<file path="config.mk">
export PLATFORM = sky130hd
export DESIGN_NAME = interval_timer
export DESIGN_NICKNAME = d
export VERILOG_FILES = /design/src/rtl/timer_pkg.sv /design/src/rtl/timer_prescaler.sv /design/src/rtl/timer_counter.sv /design/src/rtl/interval_timer.sv
export SDC_FILE = /design/constraint.sdc
export NUM_CORES = 1
export LEC_CHECK = 0
export BUFFER_PORTS_ARGS = -buffer_cell sky130_fd_sc_hd__buf_2
export CAP_MARGIN = 25
export CORE_ASPECT_RATIO = 0.8
export CORE_MARGIN = 3
export CORE_UTILIZATION = 55
export CTS_CLUSTER_DIAMETER = 40
export DETAILED_ROUTE_END_ITERATION = 8
export GPL_TIMING_DRIVEN = 0
export HOLD_SLACK_MARGIN = 0.1
export PLACE_DENSITY = 0.8
export SKIP_CTS_REPAIR_TIMING = 1
export SLEW_MARGIN = 20
export SYNTH_ARGS = -nofsm -noshare
export SYNTH_HDL_FRONTEND = slang
export SYNTH_HIERARCHICAL = 1
export SYNTH_SLANG_ARGS = --single-unit
</file>
<file path="constraint.sdc">
create_clock -name clk -period 5.6 [get_ports clk]
set_clock_uncertainty 0.05 [all_clocks]
set_input_delay 0.28 -clock clk [delete_from_list [all_inputs] [get_ports clk]]
set_output_delay 0.28 -clock clk [all_outputs]
set_load 0.01 [all_outputs]
</file>
<file path="src/rtl/timer_pkg.sv">
package timer_pkg;
  localparam logic [1:0] ADDR_CTRL = 2'd0;
  localparam logic [1:0] ADDR_LO   = 2'd1;
  localparam logic [1:0] ADDR_HI   = 2'd2;

  localparam int BIT_EN   = 0;
  localparam int BIT_ZST  = 1;
  localparam int BIT_ZCLR = 2;
  localparam int BIT_IE   = 3;
  localparam int BIT_SEL  = 4;

  localparam logic [7:0] CTRL_FIXED = 8'hE4;
endpackage

</file>
<file path="src/rtl/timer_prescaler.sv">
module timer_prescaler #(
  parameter int PRESCALE = 400,
  parameter int SUBDIV   = 5
) (
  input  logic clk,
  input  logic rst_n,
  output logic fine_tick,
  output logic coarse_tick,
  output logic sub_nonzero
);
  localparam int PW = (PRESCALE > 2) ? $clog2(PRESCALE) : 1;
  localparam int SW = (SUBDIV > 2) ? $clog2(SUBDIV) : 1;
  localparam logic [PW-1:0] PRE_LAST = PW'(PRESCALE - 1);
  localparam logic [SW-1:0] SUB_LAST = SW'(SUBDIV - 1);

  logic [PW-1:0] pre_q, pre_d;
  logic [SW-1:0] sub_q, sub_d;

  always_comb begin
    fine_tick   = (pre_q == PRE_LAST);
    coarse_tick = fine_tick && (sub_q == SUB_LAST);
    sub_nonzero = (sub_q != '0);
    pre_d = fine_tick ? '0 : pre_q + 1'b1;
    sub_d = sub_q;
    if (fine_tick) sub_d = (sub_q == SUB_LAST) ? '0 : sub_q + 1'b1;
  end

  always_ff @(posedge clk or negedge rst_n) begin
    if (!rst_n) begin
      pre_q <= '0;
      sub_q <= '0;
    end else begin
      pre_q <= pre_d;
      sub_q <= sub_d;
    end
  end

  // subtick never leaves its 0..SUBDIV-1 range
  assert_sub_range_R5: assert property (@(posedge clk) disable iff (!rst_n)
    sub_q <= SUB_LAST);
  // fine ticks are single-cycle pulses (PRESCALE >= 2)
  assert_tick_pulse_R11: assert property (@(posedge clk) disable iff (!rst_n)
    fine_tick |=> !fine_tick);
  // subtick only moves on a fine tick
  assert_sub_hold_R5: assert property (@(posedge clk) disable iff (!rst_n)
    !fine_tick |=> $stable(sub_q));
endmodule

</file>
<file path="src/rtl/timer_counter.sv">
module timer_counter
  import timer_pkg::*;
#(
  parameter int DATA_W = 8
) (
  input  logic                clk,
  input  logic                rst_n,
  input  logic                ctrl_wr,
  input  logic                lo_wr,
  input  logic                hi_wr,
  input  logic [DATA_W-1:0]   wdata,
  input  logic                fine_tick,
  input  logic                coarse_tick,
  input  logic                sub_nonzero,
  output logic [2*DATA_W-1:0] cnt_q,
  output logic                en_q,
  output logic                sel_q,
  output logic                ie_q,
  output logic                zstat_q,
  output logic                irq_q
);
  localparam int CW = 2 * DATA_W;

  logic [CW-1:0] cnt_d, reload_q, reload_d, step_val;
  logic          en_d, sel_d, ie_d, zstat_d, irq_d;
  logic          quirk_step, tick_step, zero_evt, clr_ok;

  always_comb begin
    step_val   = (cnt_q == '0) ? reload_q : cnt_q - 1'b1;
    quirk_step = ctrl_wr && !sel_q && wdata[BIT_SEL] && sub_nonzero;
    tick_step  = en_q && (sel_q ? fine_tick : coarse_tick);

    reload_d = reload_q;
    if (lo_wr) reload_d[DATA_W-1:0]  = wdata;
    if (hi_wr) reload_d[CW-1:DATA_W] = wdata;

    cnt_d = cnt_q;
    if (lo_wr || hi_wr)             cnt_d = reload_d;
    else if (quirk_step || tick_step) cnt_d = step_val;

    zero_evt = (cnt_q != '0) && (cnt_d == '0);
    clr_ok   = ctrl_wr && wdata[BIT_ZCLR] &&
               (!en_q || ((cnt_q != '0) && !wdata[BIT_EN]));

    zstat_d = zstat_q;
    irq_d   = irq_q;
    if (clr_ok) begin
      zstat_d = (cnt_q != '0);
      irq_d   = 1'b0;
    end
    if (zero_evt && en_q) zstat_d = 1'b1;
    if (zero_evt && ie_q) irq_d   = 1'b1;
    if (ctrl_wr && !wdata[BIT_IE]) irq_d = 1'b0;

    en_d  = ctrl_wr ? wdata[BIT_EN]  : en_q;
    sel_d = ctrl_wr ? wdata[BIT_SEL] : sel_q;
    ie_d  = ctrl_wr ? wdata[BIT_IE]  : ie_q;
  end

  always_ff @(posedge clk or negedge rst_n) begin
    if (!rst_n) begin
      cnt_q    <= '1;
      reload_q <= '0;
      en_q     <= 1'b0;
      sel_q    <= 1'b0;
      ie_q     <= 1'b0;
      zstat_q  <= 1'b0;
      irq_q    <= 1'b0;
    end else begin
      cnt_q    <= cnt_d;
      reload_q <= reload_d;
      en_q     <= en_d;
      sel_q    <= sel_d;
      ie_q     <= ie_d;
      zstat_q  <= zstat_d;
      irq_q    <= irq_d;
    end
  end

  // with no enable, no data write and no rate switch, the count holds
  assert_hold_disabled_R6: assert property (@(posedge clk) disable iff (!rst_n)
    (!en_q && !lo_wr && !hi_wr && !ctrl_wr) |=> $stable(cnt_q));
  // reaching zero while enabled leaves the zero flag raised
  assert_zero_flag_R7: assert property (@(posedge clk) disable iff (!rst_n)
    (en_q && cnt_q != '0 && !ctrl_wr) |=> (cnt_q != '0 || zstat_q));
  // masking the interrupt drops it in the next cycle
  assert_irq_mask_R8: assert property (@(posedge clk) disable iff (!rst_n)
    (ctrl_wr && !wdata[BIT_IE]) |=> !irq_q);
  // a clear request while enabled with zero count changes nothing
  assert_no_clear_R9: assert property (@(posedge clk) disable iff (!rst_n)
    (ctrl_wr && wdata[BIT_ZCLR] && en_q && cnt_q == '0 && wdata[BIT_IE] && ie_q)
      |=> ($stable(zstat_q) && $stable(irq_q)));
endmodule

</file>
<file path="src/rtl/interval_timer.sv">
module interval_timer
  import timer_pkg::*;
#(
  parameter int PRESCALE = 400,
  parameter int SUBDIV   = 5
) (
  input  logic       clk,
  input  logic       rst_n,
  input  logic [1:0] addr,
  input  logic [7:0] wdata,
  input  logic       wr_en,
  input  logic       rd_en,
  output logic [7:0] rdata,
  output logic       irq
);
  logic        fine_tick, coarse_tick, sub_nonzero;
  logic        ctrl_wr, lo_wr, hi_wr;
  logic [15:0] cnt;
  logic        en, sel, ie, zstat;

  assign ctrl_wr = wr_en && (addr == ADDR_CTRL);
  assign lo_wr   = wr_en && (addr == ADDR_LO);
  assign hi_wr   = wr_en && (addr == ADDR_HI);

  timer_prescaler #(.PRESCALE(PRESCALE), .SUBDIV(SUBDIV)) u_pre (
    .clk        (clk),
    .rst_n      (rst_n),
    .fine_tick  (fine_tick),
    .coarse_tick(coarse_tick),
    .sub_nonzero(sub_nonzero)
  );

  timer_counter #(.DATA_W(8)) u_cnt (
    .clk        (clk),
    .rst_n      (rst_n),
    .ctrl_wr    (ctrl_wr),
    .lo_wr      (lo_wr),
    .hi_wr      (hi_wr),
    .wdata      (wdata),
    .fine_tick  (fine_tick),
    .coarse_tick(coarse_tick),
    .sub_nonzero(sub_nonzero),
    .cnt_q      (cnt),
    .en_q       (en),
    .sel_q      (sel),
    .ie_q       (ie),
    .zstat_q    (zstat),
    .irq_q      (irq)
  );

  always_comb begin
    rdata = '0;
    if (rd_en) begin
      case (addr)
        ADDR_CTRL: begin
          rdata = CTRL_FIXED;
          rdata[BIT_EN]  = en;
          rdata[BIT_ZST] = zstat;
          rdata[BIT_IE]  = ie;
          rdata[BIT_SEL] = sel;
        end
        ADDR_LO: rdata = cnt[7:0];
        ADDR_HI: rdata = cnt[15:8];
        default: rdata = '0;
      endcase
    end
  end

  // constant bits of the control read are always present
  assert_ctrl_fixed_R3: assert property (@(posedge clk) disable iff (!rst_n)
    (rd_en && addr == ADDR_CTRL) |-> ((rdata & CTRL_FIXED) == CTRL_FIXED));
endmodule

</file>
# --- Word level (Yosys, flattened, before mapping) ---
# Index checks and enable logic that the tools add are counted.
totals:
  reg_bits: 49
  inputBits: 14
  output_inout_bits: 9
  word_cells: 60
op_classes:
  addsub: 3
  eq_ne: 4
  mux: 15
  reduce_logical: 29
op_table:
  columns: ["op", "n"]
  rows:
  - ["$mux 16", 3]
  - ["$logic_not 16->1", 2]
  - ["$mux 8", 3]
  - ["$pmux 8 s3", 1]
  - ["$reduce_bool 16->1", 1]
  - ["$sub 16x1->16 const B", 1]
  - ["$logic_and 1x1->1", 15]
  - ["$add 9x1->9 const B", 1]
  - ["$eq 9x9->1 const B", 1]
  - ["$mux 9", 1]
  - ["$mux 1", 6]
  - ["$reduce_bool 3->1", 2]
  - ["$logic_not 1->1", 4]
  - ["$add 3x1->3 const B", 1]
  - ["$eq 3x3->1 const B", 1]
  - ["$logic_or 1x1->1", 3]
  - ["$mux 3", 1]
  - ["$eq 2x1->1 const B", 1]
  - ["$eq 2x2->1 const B", 1]
  - ["$logic_not 2->1", 1]
  - ["$reduce_bool 2->1", 1]

# --- Logic depth before layout (Yosys ltp) ---
# Gate-level depths: netlist of run 1.
depth:
  depth_word: 13
  depth_mapped: 13
  mapped_depth_nobuf: 12

# --- Modules after synthesis ---
# Netlist of run 1, hierarchy kept.
by_module_without_submodules:
  columns: ["module", "instances", "cells_each", "area_per_inst_um2", "seq_area_each_um2"]
  rows:
  - ["timer_counter", 1, 242, 2342.2, 945.9]
  - ["timer_prescaler", 1, 58, 628.1, 300.3]
  - ["interval_timer", 1, 38, 280.3, 0.0]

# --- Least setup slack after synthesis of run 1 ---
# OpenSTA, ideal clock, no wires.
synth_path:
  path_type: "register to register"
  startpoint: "register u_pre.pre_q[4]"
  endpoint: "register u_cnt.irq_q"
  setup_ns: 0.077
  t_arrival_ns: 2.979
  required_ns: 5.473
  setup_slack_ns: 2.493
  path_stages_with_launch: 12
  period_less_slack_ns: 3.107
  cell_sequence: "dfrtp_1 > or4b_4 > nor2_8 > and3_1 > a21oi_1 > a21oi_1 > mux2_1 > o311ai_0 > a21oi_1 > nor4_2 > a32oi_1 > a21oi_1"
synth_via:
  elab_chain_len: 12
synth_lines:
  columns: ["element", "line_no", "source"]
  rows:
  - ["start, declared", "timer_prescaler.sv:16", "logic [PW-1:0] pre_q, pre_d;"]
  - ["start signal, assigned", "timer_prescaler.sv:33", "pre_q <= pre_d;"]
  - ["$eq 9x9->1 *", "timer_prescaler.sv:20", "fine_tick = (pre_q == PRE_LAST);"]
  - ["named net fine_tick", "interval_timer.sv:16", "logic fine_tick, coarse_tick, sub_nonzero;"]
  - ["$logic_and 1x1->1 *", "timer_prescaler.sv:21", "coarse_tick = fine_tick && (sub_q == SUB_LAST);"]
  - ["named net coarse_tick", "interval_timer.sv:16", null]
  - ["$mux 1 *", "timer_counter.sv:31", "tick_step = en_q && (sel_q ? fine_tick : coarse_tick);"]
  - ["$logic_and 1x1->1 *", "timer_counter.sv:31", null]
  - ["$logic_or 1x1->1 *", "timer_counter.sv:39", "else if (quirk_step || tick_step) cnt_d = step_val;"]
  - ["$mux 16 *", "timer_counter.sv:39", null]
  - ["$mux 16 *", "timer_counter.sv:38", "if (lo_wr || hi_wr) cnt_d = reload_d;"]
  - ["$logic_not 16->1 *", "timer_counter.sv:41", "zero_evt = (cnt_q != '0) && (cnt_d == '0);"]
  - ["$logic_and 1x1->1 *", "timer_counter.sv:41", null]
  - ["$logic_and 1x1->1 *", "timer_counter.sv:52", "if (zero_evt && ie_q) irq_d = 1'b1;"]
  - ["$mux 1", "timer_counter.sv:52", null]
  - ["$mux 1", "timer_counter.sv:53", "if (ctrl_wr && !wdata[BIT_IE]) irq_d = 1'b0;"]
  - ["end signal, assigned", "timer_counter.sv:76", "irq_q <= irq_d;"]
  - ["end, declared", "timer_counter.sv:20", "output logic irq_q"]
# Mark *: on every way through the listed nets, which the timed path passes. The rest lies on a longest branch.
# A chain may end at the register's enable or synchronous reset.

# --- Final worst setup path of run 1 ---
# Same ends and word-level chain as after synthesis.

==> results of run 1 <==
==> worst paths after layout <==
path	from	end	slack, ns	cells after the start
worst max-delay path	u_pre/pre_q[4]	u_cnt/irq_q	1.73	11
worst min-delay path	wdata[7]	u_cnt/reload_q[7]	0.18	3
worst max register to register	u_pre/pre_q[4]	u_cnt/irq_q	1.73	11
worst min register to register	u_pre/pre_q[0]	u_pre/pre_q[0]	0.46	1
max in group asynchronous	rst_n	u_cnt/cnt_q[9]	4.50	3
min in group asynchronous	rst_n	u_cnt/reload_q[15]	0.41	2
==> worst min-delay path, stage by stage <==
cell and delay, ns:
buf_2 0.09, mux2i_1 0.08, inv_1 0.05
==> flip-flops by register name, summed over array words and instances, names as in the netlist <==
register,cells
u_pre/sub_q,3
u_cnt/ie_q,1
u_cnt/reload_q,16
u_cnt/zstat_q,1
u_cnt/irq_q,1
u_cnt/sel_q,1
u_cnt/en_q,1
u_cnt/cnt_q,16
u_pre/pre_q,9
==> where the power goes <==
| part | switching [mW] | internal [mW] |
|---|---|---|
| clock network | 0.116 | 0.0880 |
| logic | 0.248 | 0.179 |
| registers | 0.0921 | 0.446 |
| total | 0.456 | 0.713 |
==> area by class of cell <==
cell class,count,share of cell area
Timing Repair Buffer,23,0.03791
Clock buffer,7,0.02141
Inverter,20,0.02106
Sequential cell,49,0.3496
Clock inverter,1,0.001404
Multi-Input combinational cell,253,0.5132
Tap cell,78,0.02738
Buffer,16,0.02808
==> through the flow <==
stage               cell area, um^2  instances
floorplan                      3251        338
global placement               3453        437
detailed placement             3473        438
CTS                            3555        446
global route                   3565        447
finish                         3565        447
==> logic make-up after synthesis <==
| logic type | Yosys count | share of synthesized area |
|---|---|---|
| buf+inv | 36 | 0.05389 |
| flops | 49 | 0.3834 |
| mux | 28 | 0.09546 |
| fa+ha+maj | 5 | 0.01925 |
| simple gates | 117 | 0.2259 |
| compound gates | 96 | 0.2032 |
| xor+xnor | 7 | 0.01886 |
==> cells in the final DEF, fill, tap and decap left out, types with 6 or more instances in the layout <==
| cell | netlist | final |
|---|---|---|
| nand3_1 | 8 | 8 |
| dfstp_2 | 16 | 16 |
| buf_2 | 2 | 23 |
| inv_1 | 20 | 20 |
| clkbuf_1 | 8 | 10 |
| mux2i_1 | 10 | 10 |
| nand2_1 | 21 | 21 |
| a31oi_1 | 6 | 6 |
| nor2_1 | 26 | 26 |
| a21oi_1 | 24 | 24 |
| mux2_2 | 14 | 14 |
| o21ai_0 | 12 | 12 |
| dfrtp_1 | 33 | 33 |
==> per-layer routing <==
metal | up-vias | global-route usage | share of wire
met3 | 24 | 0.06893 | 0.095
met5 | - | 0 | 0
li1 | 1316 | - | -
met4 | 0 | 0.07414 | 0.020
met1 | 1374 | 0.3686 | 0.47
met2 | 158 | 0.3754 | 0.42
==> impl_metrics.yaml, run 1 <==
sta:
  slew_headroom: 0.3830
  hold_viol: 0
  max_clock_freq_mhz: 258.3
  worst_pin_slew_ns: 0.9256
  min_period_over_period: 0.6912
  setup_viol: 0
  rsz0062_at_grt: "no"
  setup_slack_ns: 1.729
  whs_ns: 0.1787
  drv_slew: 0
  tns_ns: 0
  fin_crit_ns: 3.871
grt:
  grt_remaining_overflow: 0
  grt_max_degree: 32
  antenna_found_initial: 0
  grt_pass1_wl_mm: 13.36
  grt_pass1_vias: 2617
  track_usage: 0.2538
power_and_ir_drop:
  power.leakage_nw: 1.541
  ir_drop_v: 0.0001986
  power_mw: 1.169
  power_density_nw_per_um2: 327.9
cells_and_area:
  seq_area_um2: 1246
  drive_above_1_share: 0.2439
  fill_cells: 492
  num-nets-final: 387
  utilization: 0.6382
  diodes: 0
  multi_input_area_um2: 1829
  areaGrowthSynthToFinish_pct: 9.661
routing:
  via_count: 2872
  final_antenna_net_count: 0
  wl_per_cell_um: 18.90
  route.detailed.drc: 0
  vias_per_cell: 6.425
  first_iter_violations: 294
  routed_wl_mm: 8.449
  dr.pass1.iters: 6
worst_setup_path:
  critPathArrivalTime_ns: 4.05
  worstPathRequired_ns: 5.78
  critPathKind: "reg2reg"
  slowest_stage: "a21oi_1"
  critPathMaxStageDelay_ns: 0.76
  cp_top_family: "compound AO/OA/AOI/OAI gates"
  crit_buf_inv: 0
  worstSetupEndpointType: "register"
  crit_path_cell_trace: "or4b_4 -> nor2_8 -> and3_1 -> a21oi_1 -> a21oi_1 -> mux2_1 -> o311ai_0 -> a21oi_1 -> nor4_2 -> a32oi_1 -> a21oi_1"
  crit_path_max_fanout: 10
  crit_top_cell: "a21oi_1"
  start_kind: "register"
clock_network:
  clock_sinks: 49
  cts_buffers: 5
  clock_path_buffers: 2
  clk_latency_ns: 0.30
  clkTransAtPathRegs_ns: 0.09
  root_buffer: "clkbuf_8"
  cts_tree: "done"
  htree_levels: 2
logic_synthesis:
  syn_area_um2: 3251
  synth_cell_types: 80
  ys_warn_count: 6
  synth.most_common_cell: "dfrtp_1"
  synth_edf_count: 0
  synthArstFlopShare: 1.000
  yosys.area.top_type: "dfrtp_1"
  syn-instance-count: 338
  synth_common_cells: "dfrtp_1, nor2_1, a21oi_1, nand2_1, inv_1"
  seq_area_frac_synth: 0.3834
  syn-num-nets: 357
  synth_area_per_cell_um2: 9.617
  ys_ff_latch: 49
  ys_top_cells_by_area: "dfrtp_1, dfstp_2, mux2_2"
  yosysTopAreaCellShare: 0.2540
  ys.flop_type: "dfrtp_1"
die:
  rows: 24
  io_pins: 23
  die-area_um2: 6874
  fp.dieW_um: 91.95
  die_h_um: 74.76
  start_util: 0.5820
  fp.coreArea_um2: 5585
placement:
  place_ws_ns: 1.826
  portBuffers: 21
  dp.final_hpwl_mm: 6.216
  place.gp.congestion: 0.9564
hold_path:
  min_path_type: "in2reg"
flow_run:
  maxCapViolations: 0
outcome:
  status: "finished, final reports clean"
Note: power is estimated with default switching activity, not from simulation.
==> inputs of run 2 (changes only) <==
PLACE_DENSITY = 0.83   (was 0.8)
clock period = 3.27 ns   (was 5.6 ns; I/O delays follow)
==> run 2 against run 1 <==
  * Sequential cell count unchanged
  * Fmax up 19%
  * Register-to-register slack worse by 1.7 ns
  * Cell area up 8.5%
  * Worst hold slack worse by 0.049 ns
  * Routed wire length up 12%
  * Sequential share of layout area down 2.7 points
  * Worst setup slack worse by 1.7 ns
  * Non-clock buffer count up 21
  * Largest cell class unchanged
==> impl_metrics.yaml, run 2 (synthesized netlist as in run 1, its figures left out) <==
cells_and_area:
  final_cells: 468
  areaGrowthSynthToFinish_pct: 18.98
  num-nets-final: 408
  reg_top3: "u_cnt/cnt_q (16), u_cnt/reload_q (16), u_pre/pre_q (9)"
  mostFrequentLayoutCells: "dfrtp_1, nor2_1, buf_2, a21oi_1, nand2_1"
  diodes: 0
  fill_cells: 459
  drive_above_1_share: 0.3103
  utilization: 0.6924
  layout_commonest_cell: "dfrtp_1"
grt:
  grt_pass1_vias: 2648
  antenna_found_initial: 0
  track_usage: 0.2640
  grt_pass1_wl_mm: 14.02
  grt_max_degree: 30
  grt_remaining_overflow: 0
sta:
  min_period_over_period: 0.9919
  worst_pin_slew_ns: 0.9065
  whs_ns: 0.1298
  fin_crit_ns: 3.244
  max_clock_freq_mhz: 308.3
  hold_viol: 0
  slew_headroom: 0.3930
  setup_viol: 0
  drv_slew: 0
  tns_ns: 0
worst_setup_path:
  critPathKind: "reg2reg"
  crit_path_max_fanout: 5
  critPathMaxStageDelay_ns: 0.60
  crit_path_cell_trace: "or4b_4 -> nor2_8 -> and3_4 -> a21oi_4 -> a211o_2 -> buf_4 -> o21ai_0 -> a211oi_2 -> and4bb_1 -> a311oi_2 -> a21oi_1"
  start_kind: "register"
  crit_buf_inv: 1
  slowest_stage: "or4b_4"
  worstPathRequired_ns: 3.40
  r2r-start: "u_pre/pre_q[5]"
  cp-startpoint: "u_pre/pre_q[5]"
  critPathArrivalTime_ns: 3.38
  cp_top_family: "compound AO/OA/AOI/OAI gates"
  worstSetupEndpointType: "register"
placement:
  placedCellCount: 438
  place.gp.congestion: 1.019
  portBuffers: 21
  dp.final_hpwl_mm: 6.349
routing:
  via_count: 3057
  routed_wl_mm: 9.453
  vias_per_cell: 6.532
  route.detailed.drc: 0
  dr.pass1.iters: 5
  wl_per_cell_um: 20.20
  first_iter_violations: 443
  final_antenna_net_count: 0
hold_path:
  hold_path_startpoint: "wdata[2]"
  min_path_type: "in2reg"
die:
  rows: 24
  die-area_um2: 6874
  fp.coreArea_um2: 5585
  fp.dieW_um: 91.95
  start_util: 0.5820
  io_pins: 23
  die_h_um: 74.76
power_and_ir_drop:
  internal-power_mw: 1.287
  p_sw_mw: 0.8559
  p_sw_frac: 0.3994
  power_mw: 2.143
  power_density_nw_per_um2: 554.0
  p_clk_frac: 0.174
  seq_power_share: 0.438
  power.leakage_nw: 1.680
  p_comb_frac: 0.388
  ir_drop_v: 0.0003477
clock_network:
  root_buffer: "clkbuf_8"
  clock_sinks: 49
  cts_tree: "done"
  clkTransAtPathRegs_ns: 0.09
  clock_path_buffers: 2
  htree_levels: 2
  cts_buffers: 5
  clk_latency_ns: 0.31
outcome:
  status: "finished, final reports clean"
flow_run:
  maxCapViolations: 0
[run 2: final cells by class]
cell class / count / area, um^2 / area share
plain buffers: 16 / 103.9 / 0.02685
well taps: 78 / 97.59 / 0.02523
repair buffers: 44 / 305.3 / 0.07894
multi-input cells: 253 / 1947 / 0.5034
inverters: 20 / 75.07 / 0.01941
clock buffers: 8 / 90.09 / 0.02329
flip-flops and latches: 49 / 1249 / 0.3229
[run 2: per-layer routing]
metal | vias to the layer above | wire length, um | share of wire | GRT usage
li1 | 1354 | - | - | -
met1 | 1484 | 4121 | 0.44 | 0.3823
met2 | 200 | 4195 | 0.44 | 0.3948
met3 | 19 | 1012 | 0.11 | 0.07692
met4 | 0 | 123 | 0.013 | 0.06260
met5 | - | 0 | 0 | 0
[run 2: path summary, 6_finish.rpt]
kind | end | slack, ns | cells after the start
worst min register to register | u_pre/pre_q[0] | 0.43 | 1
max in group asynchronous | u_cnt/cnt_q[9] | 2.28 | 3
worst min-delay path | u_cnt/reload_q[10] | 0.13 | 2
min in group asynchronous | u_cnt/reload_q[15] | 0.29 | 2
worst max register to register | u_cnt/zstat_q | 0.03 | 11
worst max-delay path | u_cnt/zstat_q | 0.03 | 11
[run 2: stage by stage]
| step | area, um^2 | setup WS (ns) |
|---|---|---|
| after floorplan | 3251 | 0.1631 |
| after CTS | 3563 | -0.5356 |
| after global routing | 3867 | -0.06080 |
| after detailed placement | 3473 | -0.5091 |
| after global placement | 3453 | -0.4806 |
| final | 3867 | 0.02641 |
[run 2: worst reg2reg max path: cells and delay by family (launching register included)]
kind / cells / cell delay [ns]
AOI/OAI and AO/OA: 6 / 1.27
buffers and inverters: 1 / 0.18
DFF: 1 / 0.44
and+or+nand+nor: 4 / 1.19
[run 2: power by group through the flow]
stage	Combinational (mW)	Clock (mW)	Sequential, mW
3_5_place_dp	0.709	0	0.928
2_1_floorplan	0.541	0	0.864
5_1_grt	0.890	0.403	0.947
6_report	0.831	0.374	0.938
3_3_place_gp	0.694	0	0.923
4_1_cts	0.715	0.377	0.917
